==> config.mk <==
export PLATFORM = sky130hd
export DESIGN_NAME = cmpbyte_unit
export DESIGN_NICKNAME = d
export VERILOG_FILES = /design/src/rtl/cmpbyte_pkg.sv /design/src/rtl/cmp_core.sv /design/src/rtl/lzc_core.sv /design/src/rtl/bytescan_core.sv /design/src/rtl/cmpbyte_unit.sv
export SDC_FILE = /design/constraint.sdc
export NUM_CORES = 1
export LEC_CHECK = 0
export ABC_AREA = 1
export BUFFER_PORTS_ARGS = -buffer_cell sky130_fd_sc_hd__buf_2
export CAP_MARGIN = 20
export CELL_PAD_IN_SITES_DETAIL_PLACEMENT = 0
export CELL_PAD_IN_SITES_GLOBAL_PLACEMENT = 1
export CORE_UTILIZATION = 37
export CTS_CLUSTER_DIAMETER = 50
export DETAILED_ROUTE_END_ITERATION = 7
export PLACE_DENSITY = 0.81
export RECOVER_POWER = 25
export SETUP_SLACK_MARGIN = 0.1
export SYNTH_ARGS = -nofsm -noshare
export SYNTH_HDL_FRONTEND = slang
export SYNTH_SLANG_ARGS = --single-unit
==> constraint.sdc <==
create_clock -name clk -period 5 [get_ports clk]
set_input_delay 1 -clock clk [delete_from_list [all_inputs] [get_ports clk]]
set_output_delay 1 -clock clk [all_outputs]
set_load 0.01 [all_outputs]
==> src/rtl/cmpbyte_pkg.sv <==
package cmpbyte_pkg;
  localparam int OP_W = 3;

  typedef enum logic [OP_W-1:0] {
    OP_SCMP  = 3'd0,
    OP_UCMP  = 3'd1,
    OP_LZC   = 3'd2,
    OP_BSCAN = 3'd3
  } op_e;
endpackage

==> src/rtl/cmp_core.sv <==
module cmp_core #(
  parameter int W = 32
) (
  input  logic [W-1:0] opa,
  input  logic [W-1:0] opb,
  output logic [W-1:0] scmp,
  output logic [W-1:0] ucmp
);
  function automatic logic [W-1:0] diff_fix(input logic [W-1:0] a, input logic [W-1:0] b,
                                            input logic use_b);
    logic [W-1:0] d;
    d = b + ~a + 1'b1;
    if (a[W-1] != b[W-1]) d[W-1] = use_b ? b[W-1] : a[W-1];
    return d;
  endfunction

  always_comb begin
    scmp = diff_fix(opa, opb, 1'b1);
    ucmp = diff_fix(opa, opb, 1'b0);
  end
endmodule

==> src/rtl/lzc_core.sv <==
module lzc_core #(
  parameter int W  = 32,
  parameter int CW = $clog2(W) + 1
) (
  input  logic [W-1:0]  val,
  output logic [CW-1:0] cnt
);
  function automatic logic [CW-1:0] lead_zeros(input logic [W-1:0] v);
    logic [CW-1:0] c;
    c = CW'(W);
    for (int i = 0; i < W; i++) begin
      if (v[i]) c = CW'(W - 1 - i);
    end
    return c;
  endfunction

  always_comb cnt = lead_zeros(val);

  always_comb begin
    if (val != '0) begin
      p_lzc_top_bit_r3: assert (val[W - 1 - int'(cnt)])
        else $error("lzc count does not point at highest set bit");
    end else begin
      p_lzc_zero_r3: assert (cnt == CW'(W))
        else $error("lzc of zero is not W");
    end
  end
endmodule

==> src/rtl/bytescan_core.sv <==
module bytescan_core #(
  parameter int W  = 32,
  parameter int LW = 8,
  parameter int NL = W / LW,
  parameter int IW = $clog2(NL + 1)
) (
  input  logic [W-1:0]  opa,
  input  logic [W-1:0]  opb,
  output logic [IW-1:0] idx
);
  logic [NL-1:0] lane_eq;
  logic [NL-1:0] lane_first;

  for (genvar g = 0; g < NL; g++) begin : g_lane
    localparam int HI = W - 1 - g * LW;
    assign lane_eq[g] = (opa[HI -: LW] == opb[HI -: LW]);
    if (g == 0) begin : g_top
      assign lane_first[g] = lane_eq[g];
    end else begin : g_low
      assign lane_first[g] = lane_eq[g] & ~|lane_eq[g-1:0];
    end
  end

  always_comb begin
    idx = '0;
    for (int i = 0; i < NL; i++) begin
      if (lane_first[i]) idx = IW'(i + 1);
    end
  end

  always_comb begin
    p_one_winner_r4: assert ($onehot0(lane_first))
      else $error("more than one lane reported as first match");
    p_miss_zero_r4: assert ((lane_eq != '0) || (idx == '0))
      else $error("index nonzero without any matching lane");
  end
endmodule

==> src/rtl/cmpbyte_unit.sv <==
module cmpbyte_unit
  import cmpbyte_pkg::*;
#(
  parameter int WIDTH = 32,
  parameter int LANE  = 8
) (
  input  logic             clk,
  input  logic             rst_n,
  input  logic             in_valid,
  input  logic [OP_W-1:0]  op,
  input  logic [WIDTH-1:0] opa,
  input  logic [WIDTH-1:0] opb,
  input  logic             cin,
  output logic             out_valid,
  output logic [WIDTH-1:0] result,
  output logic             carry_out,
  output logic             illegal_op
);
  localparam int NLANES = WIDTH / LANE;
  localparam int CNT_W  = $clog2(WIDTH) + 1;
  localparam int IDX_W  = $clog2(NLANES + 1);

  logic [WIDTH-1:0] scmp_w, ucmp_w;
  logic [CNT_W-1:0] lzc_w;
  logic [IDX_W-1:0] bidx_w;
  logic [WIDTH-1:0] res_d;
  logic             ill_d;
  logic             carry_d;

  cmp_core #(.W(WIDTH)) u_cmp (.opa(opa), .opb(opb), .scmp(scmp_w), .ucmp(ucmp_w));

  lzc_core #(.W(WIDTH), .CW(CNT_W)) u_lzc (.val(opa), .cnt(lzc_w));

  bytescan_core #(.W(WIDTH), .LW(LANE), .NL(NLANES), .IW(IDX_W)) u_scan (
    .opa(opa), .opb(opb), .idx(bidx_w)
  );

  function automatic logic add_carry(input logic [WIDTH-1:0] a, input logic [WIDTH-1:0] b,
                                     input logic c);
    logic [WIDTH:0] s;
    s = {1'b0, a} + {1'b0, b} + {{WIDTH{1'b0}}, c};
    return s[WIDTH];
  endfunction

  always_comb begin
    carry_d = add_carry(opa, opb, cin);
    ill_d   = 1'b0;
    unique case (op)
      OP_SCMP:  res_d = scmp_w;
      OP_UCMP:  res_d = ucmp_w;
      OP_LZC:   res_d = WIDTH'(lzc_w);
      OP_BSCAN: res_d = WIDTH'(bidx_w);
      default: begin
        res_d = '0;
        ill_d = 1'b1;
      end
    endcase
  end

  always_ff @(posedge clk) begin
    if (!rst_n) begin
      out_valid  <= 1'b0;
      result     <= '0;
      carry_out  <= 1'b0;
      illegal_op <= 1'b0;
    end else begin
      out_valid <= in_valid;
      if (in_valid) begin
        result     <= res_d;
        carry_out  <= carry_d;
        illegal_op <= ill_d;
      end
    end
  end

  p_valid_rise_r7: assert property (@(posedge clk) disable iff (!rst_n)
    in_valid |=> out_valid);
  p_valid_drop_r7: assert property (@(posedge clk) disable iff (!rst_n)
    !in_valid |=> !out_valid);
  p_hold_r7: assert property (@(posedge clk) disable iff (!rst_n)
    !in_valid |=> ($stable(result) && $stable(carry_out) && $stable(illegal_op)));
  p_scmp_order_r1: assert property (@(posedge clk) disable iff (!rst_n)
    (in_valid && op == OP_SCMP) |=>
      (result[WIDTH-1] == ($signed($past(opa)) > $signed($past(opb)))));
  p_ucmp_order_r2: assert property (@(posedge clk) disable iff (!rst_n)
    (in_valid && op == OP_UCMP) |=> (result[WIDTH-1] == ($past(opa) > $past(opb))));
  p_illegal_zero_r6: assert property (@(posedge clk) disable iff (!rst_n)
    (in_valid && op[OP_W-1]) |=> (illegal_op && result == '0));
  p_carry_ones_r5: assert property (@(posedge clk) disable iff (!rst_n)
    (in_valid && cin && opb == '1) |=> carry_out);
endmodule

==> run summary <==
weighted congestion at the end of routability-driven global placement - 0.9172
layout-stage area growth over the synthesis result - 18.55%
Worst R2R End - result[12]$_SDFFE_PN0P_
minimum clock period after layout - 4045 ps
Flop pwr share - 34.0%
worst min-delay path class - flip-flop to flip-flop
DP Worst Slack - 675.9 ps
# Post-CTS Setup Buffers - 0
share of the core filled with cells - 45.93%
final setup violation count - 0
count of placed standard cells in the final layout, fillers left out - 869
clock root buffer - clkbuf_8
overall fraction of global-route tracks in use - 21.63%
Yosys reg bits - 35
final standard cell area without fillers - 4806 um2
initial antenna violation count - 0
classification of the worst setup path - input pin to flip-flop
final worst path period share - 80.91%
Achievable Freq - 247.2 MHz
net switching power - 0.0003398 W
worst clock skew - 0 ps
placed wire-length estimate - 9975 um
TritonCTS clock tree - yes
number of DRC markers after the initial detailed-route iteration - 155
Req. time, crit path - 5220 ps
diodes inserted - 0
number of global-route vias before repair - 4243
total internal power - 0.0005271 W
violated checks - capacitance limit, slew limit
total of max-cap violations - 1
Hold Path Depth - 2
leading cell type in the layout, fill and taps excluded - nand2_1
clock insertion delay at the later pin of the skew report - 280 ps
final routed wire length divided by cell count - 13.85 um
pin count of the biggest net entering global routing - 35
vias post-DR - 4353
number of warnings printed during yosys synthesis - 0
most used cells in the layout excluding fill and tap cells - nand2_1 (146), inv_1 (97), buf_2 (89), a21oi_1 (74), ha_1 (63)
arrival time of data at the critical path endpoint - 4270 ps
net count of the finished layout - 870
total routed wirelength - 12030 um
proportion of total power due to net switching - 39.20%
Cell variety after synth - 42
count of hold buffers inserted by post-cts repair - 0
number of buffers on the longest clock path - 2
Starting Density - 38.75%
Pins Over Slew Limit - 35
beginning of the worst register-to-register path - result[12]$_SDFFE_PN0P_
DIE AREA - 11380 um2
overall die width - 106.7 um
category of the worst setup path launch point - input pin
number of sinks on the clock net - 35
antenna viol nets, final - 0
number of I/O pins - 106
area after detailed placement - 4715 um2
syn_nets - 770
leak pwr - 2.406 nW
detailed-route vias per instance - 5.009
share of total power in the clock network - 24.9%
number of instances resized during post-cts repair - 0
critical hold path startpoint - result[17]$_SDFFE_PN0P_
cell area after technology mapping - 4054 um2
Core Box Area - 10460 um2
Endpoint, Worst Hold - result[17]$_SDFFE_PN0P_
VDD IR-drop max - 0.08800 mV
Final Hold Viols - 0
actual slew at the worst max-slew pin - 1589 ps
sort of element at the end of the critical path - flip-flop
Comb power frac - 41.1%
remaining global-route overflow - 0
clock slew seen by the registers of the worst setup and hold paths - 70 ps
number of iterations in the first detailed-routing pass - 4
Buffers on Ports - 105
DRC - 0
PwrDens - 180.4 nW/um2
logic depth of the worst register-to-register path - 2
synthesized instance count - 633
number of CTS-inserted buffers - 5
fraction of final layout cells with drive strength greater than 1 - 15.55%
CP Max Fanout - 5
y dimension of the die - 106.7 um
sequential-to-total area share from yosys stat - 17.28%
count of placed standard cells including taps - 861
Max H-tree Level - 2
least setup slack across all paths after layout - 954.6 ps
unrepaired setup endpoints after global routing - false
Reg2Reg Setup Slack - 4300 ps
outcome - finished, violations left
number of rows in the core area - 37
summed negative setup slack over all endpoints - 0 ps
global-route wire length before repair - 19950 um
Syn Area/Cell - 6.404 um2
remaining max-slew budget at the tightest pin - -5.952%
cell families (layout without fill, tap and decap cells):
| kind of cell | count (synthesis) | after routing | share of synthesized area, % |
|---|---|---|---|
| adders and majority gates | 66 | 66 | 20.93 |
| DFF | 35 | 35 | 17.28 |
| AOI/OAI and AO/OA | 176 | 176 | 26.42 |
| and+or+nand+nor | 243 | 243 | 24.88 |
| buffers and inverters | 113 | 213 | 10.49 |
worst max path at each step:
stage,cells after the start,endpoint,from,slack (ps)
6_report,22,result[31]$_SDFFE_PN0P_,opa[2],950
5_1_grt,22,result[31]$_SDFFE_PN0P_,opa[2],560
4_1_cts,22,result[31]$_SDFFE_PN0P_,opa[2],970
3_5_place_dp,22,result[31]$_SDFFE_PN0P_,opa[2],680
3_3_place_gp,22,result[31]$_SDFFE_PN0P_,opa[2],830
2_1_floorplan,21,result[31]$_SDFFE_PN0P_,opa[2],1230
routing by layer:
| metal | global-route usage [%] | wire length [um] | share of wire (%) |
|---|---|---|---|
| met5 | 0 | 0 | 0 |
| met2 | 38.89 | 5757 | 48 |
| met4 | 3.229 | 78 | 0.65 |
| met3 | 2.553 | 396 | 3.3 |
| met1 | 28.04 | 5800 | 48 |
power groups by stage:
stage	Sequential, W	Combinational, W	Clock (W)
after floorplan	0.000306	0.000228	0
after global placement	0.000301	0.000351	0
after detailed placement	0.000301	0.000354	0
after CTS	0.000295	0.000356	0.000225
after global routing	0.000296	0.000405	0.000235
final	0.000295	0.000357	0.000216
Yosys cell counts:
library cell	count	area share [%]
o211ai_1	2	0.37
o31ai_1	5	0.93
fa_1	3	1.5
clkinv_1	1	0.093
nand2_1	146	14
nand2_2	1	0.15
nand4_1	5	0.77
nor4_1	8	1.2
o21ai_1	5	0.62
or2_2	3	0.46
inv_1	97	9.0
nor3_1	12	1.5
nand3b_1	2	0.37
a21boi_0	16	3.0
a32oi_1	1	0.22
or2_1	1	0.15
o311ai_0	2	0.43
a21oi_2	5	1.1
a21boi_2	1	0.28
nor2_1	44	4.1
o2111ai_1	3	0.65
a31oi_1	7	1.1
a21oi_1	74	9.1
nor3b_1	1	0.19
clkbuf_1	13	1.2
o21ai_2	4	0.86
a21o_1	3	0.56
o22ai_1	1	0.15
a2111oi_0	1	0.22
a21oi_4	1	0.40
o21bai_1	3	0.56
ha_1	63	19
a221oi_1	2	0.43
nand3_1	20	2.5
inv_2	1	0.093
buf_2	1	0.12
a2bb2oi_1	1	0.22
a21boi_1	2	0.37
dfxtp_1	35	17
o21ai_0	33	4.1
o221ai_1	3	0.65
a211oi_1	1	0.19
stage by stage:
step                      total power (W)  hold slack (ps)
final                           0.0008669            464.8
after global routing            0.0009358            485.2
after CTS                       0.0008752            465.6
after detailed placement        0.0006551            454.4
after global placement          0.0006519            450.1
after floorplan                 0.0005347            490.0
cell type report:
type | count | area (um2)
Fill cell | 1143 | 5657
Multi-Input combinational cell | 485 | 2939
Sequential cell | 35 | 700.7
Timing Repair Buffer | 107 | 536.8
Inverter | 99 | 371.6
Tap cell | 136 | 170.2
Clock buffer | 6 | 82.58
Clock inverter | 1 | 5.005
flip-flops by register name, indices dropped and copies added (netlist names):
signal      count
illegal_op      1
result         32
out_valid       1
carry_out       1
worst max-delay path, cell delays in order:
cell	delay [ps]
buf_2	100
inv_1	60
ha_1	350
nand2_1	90
nand2_1	70
o21ai_2	150
nand2_1	80
a21oi_2	140
nor2_1	80
o21ai_2	150
nand2_2	80
a21oi_2	210
inv_2	70
a21oi_2	130
inv_1	70
a21o_1	180
a21o_1	190
a221oi_1	440
fa_1	250
o21ai_0	80
a2bb2oi_1	180
nor2_1	130
No activity file was read; power rests on OpenSTA's default activity.
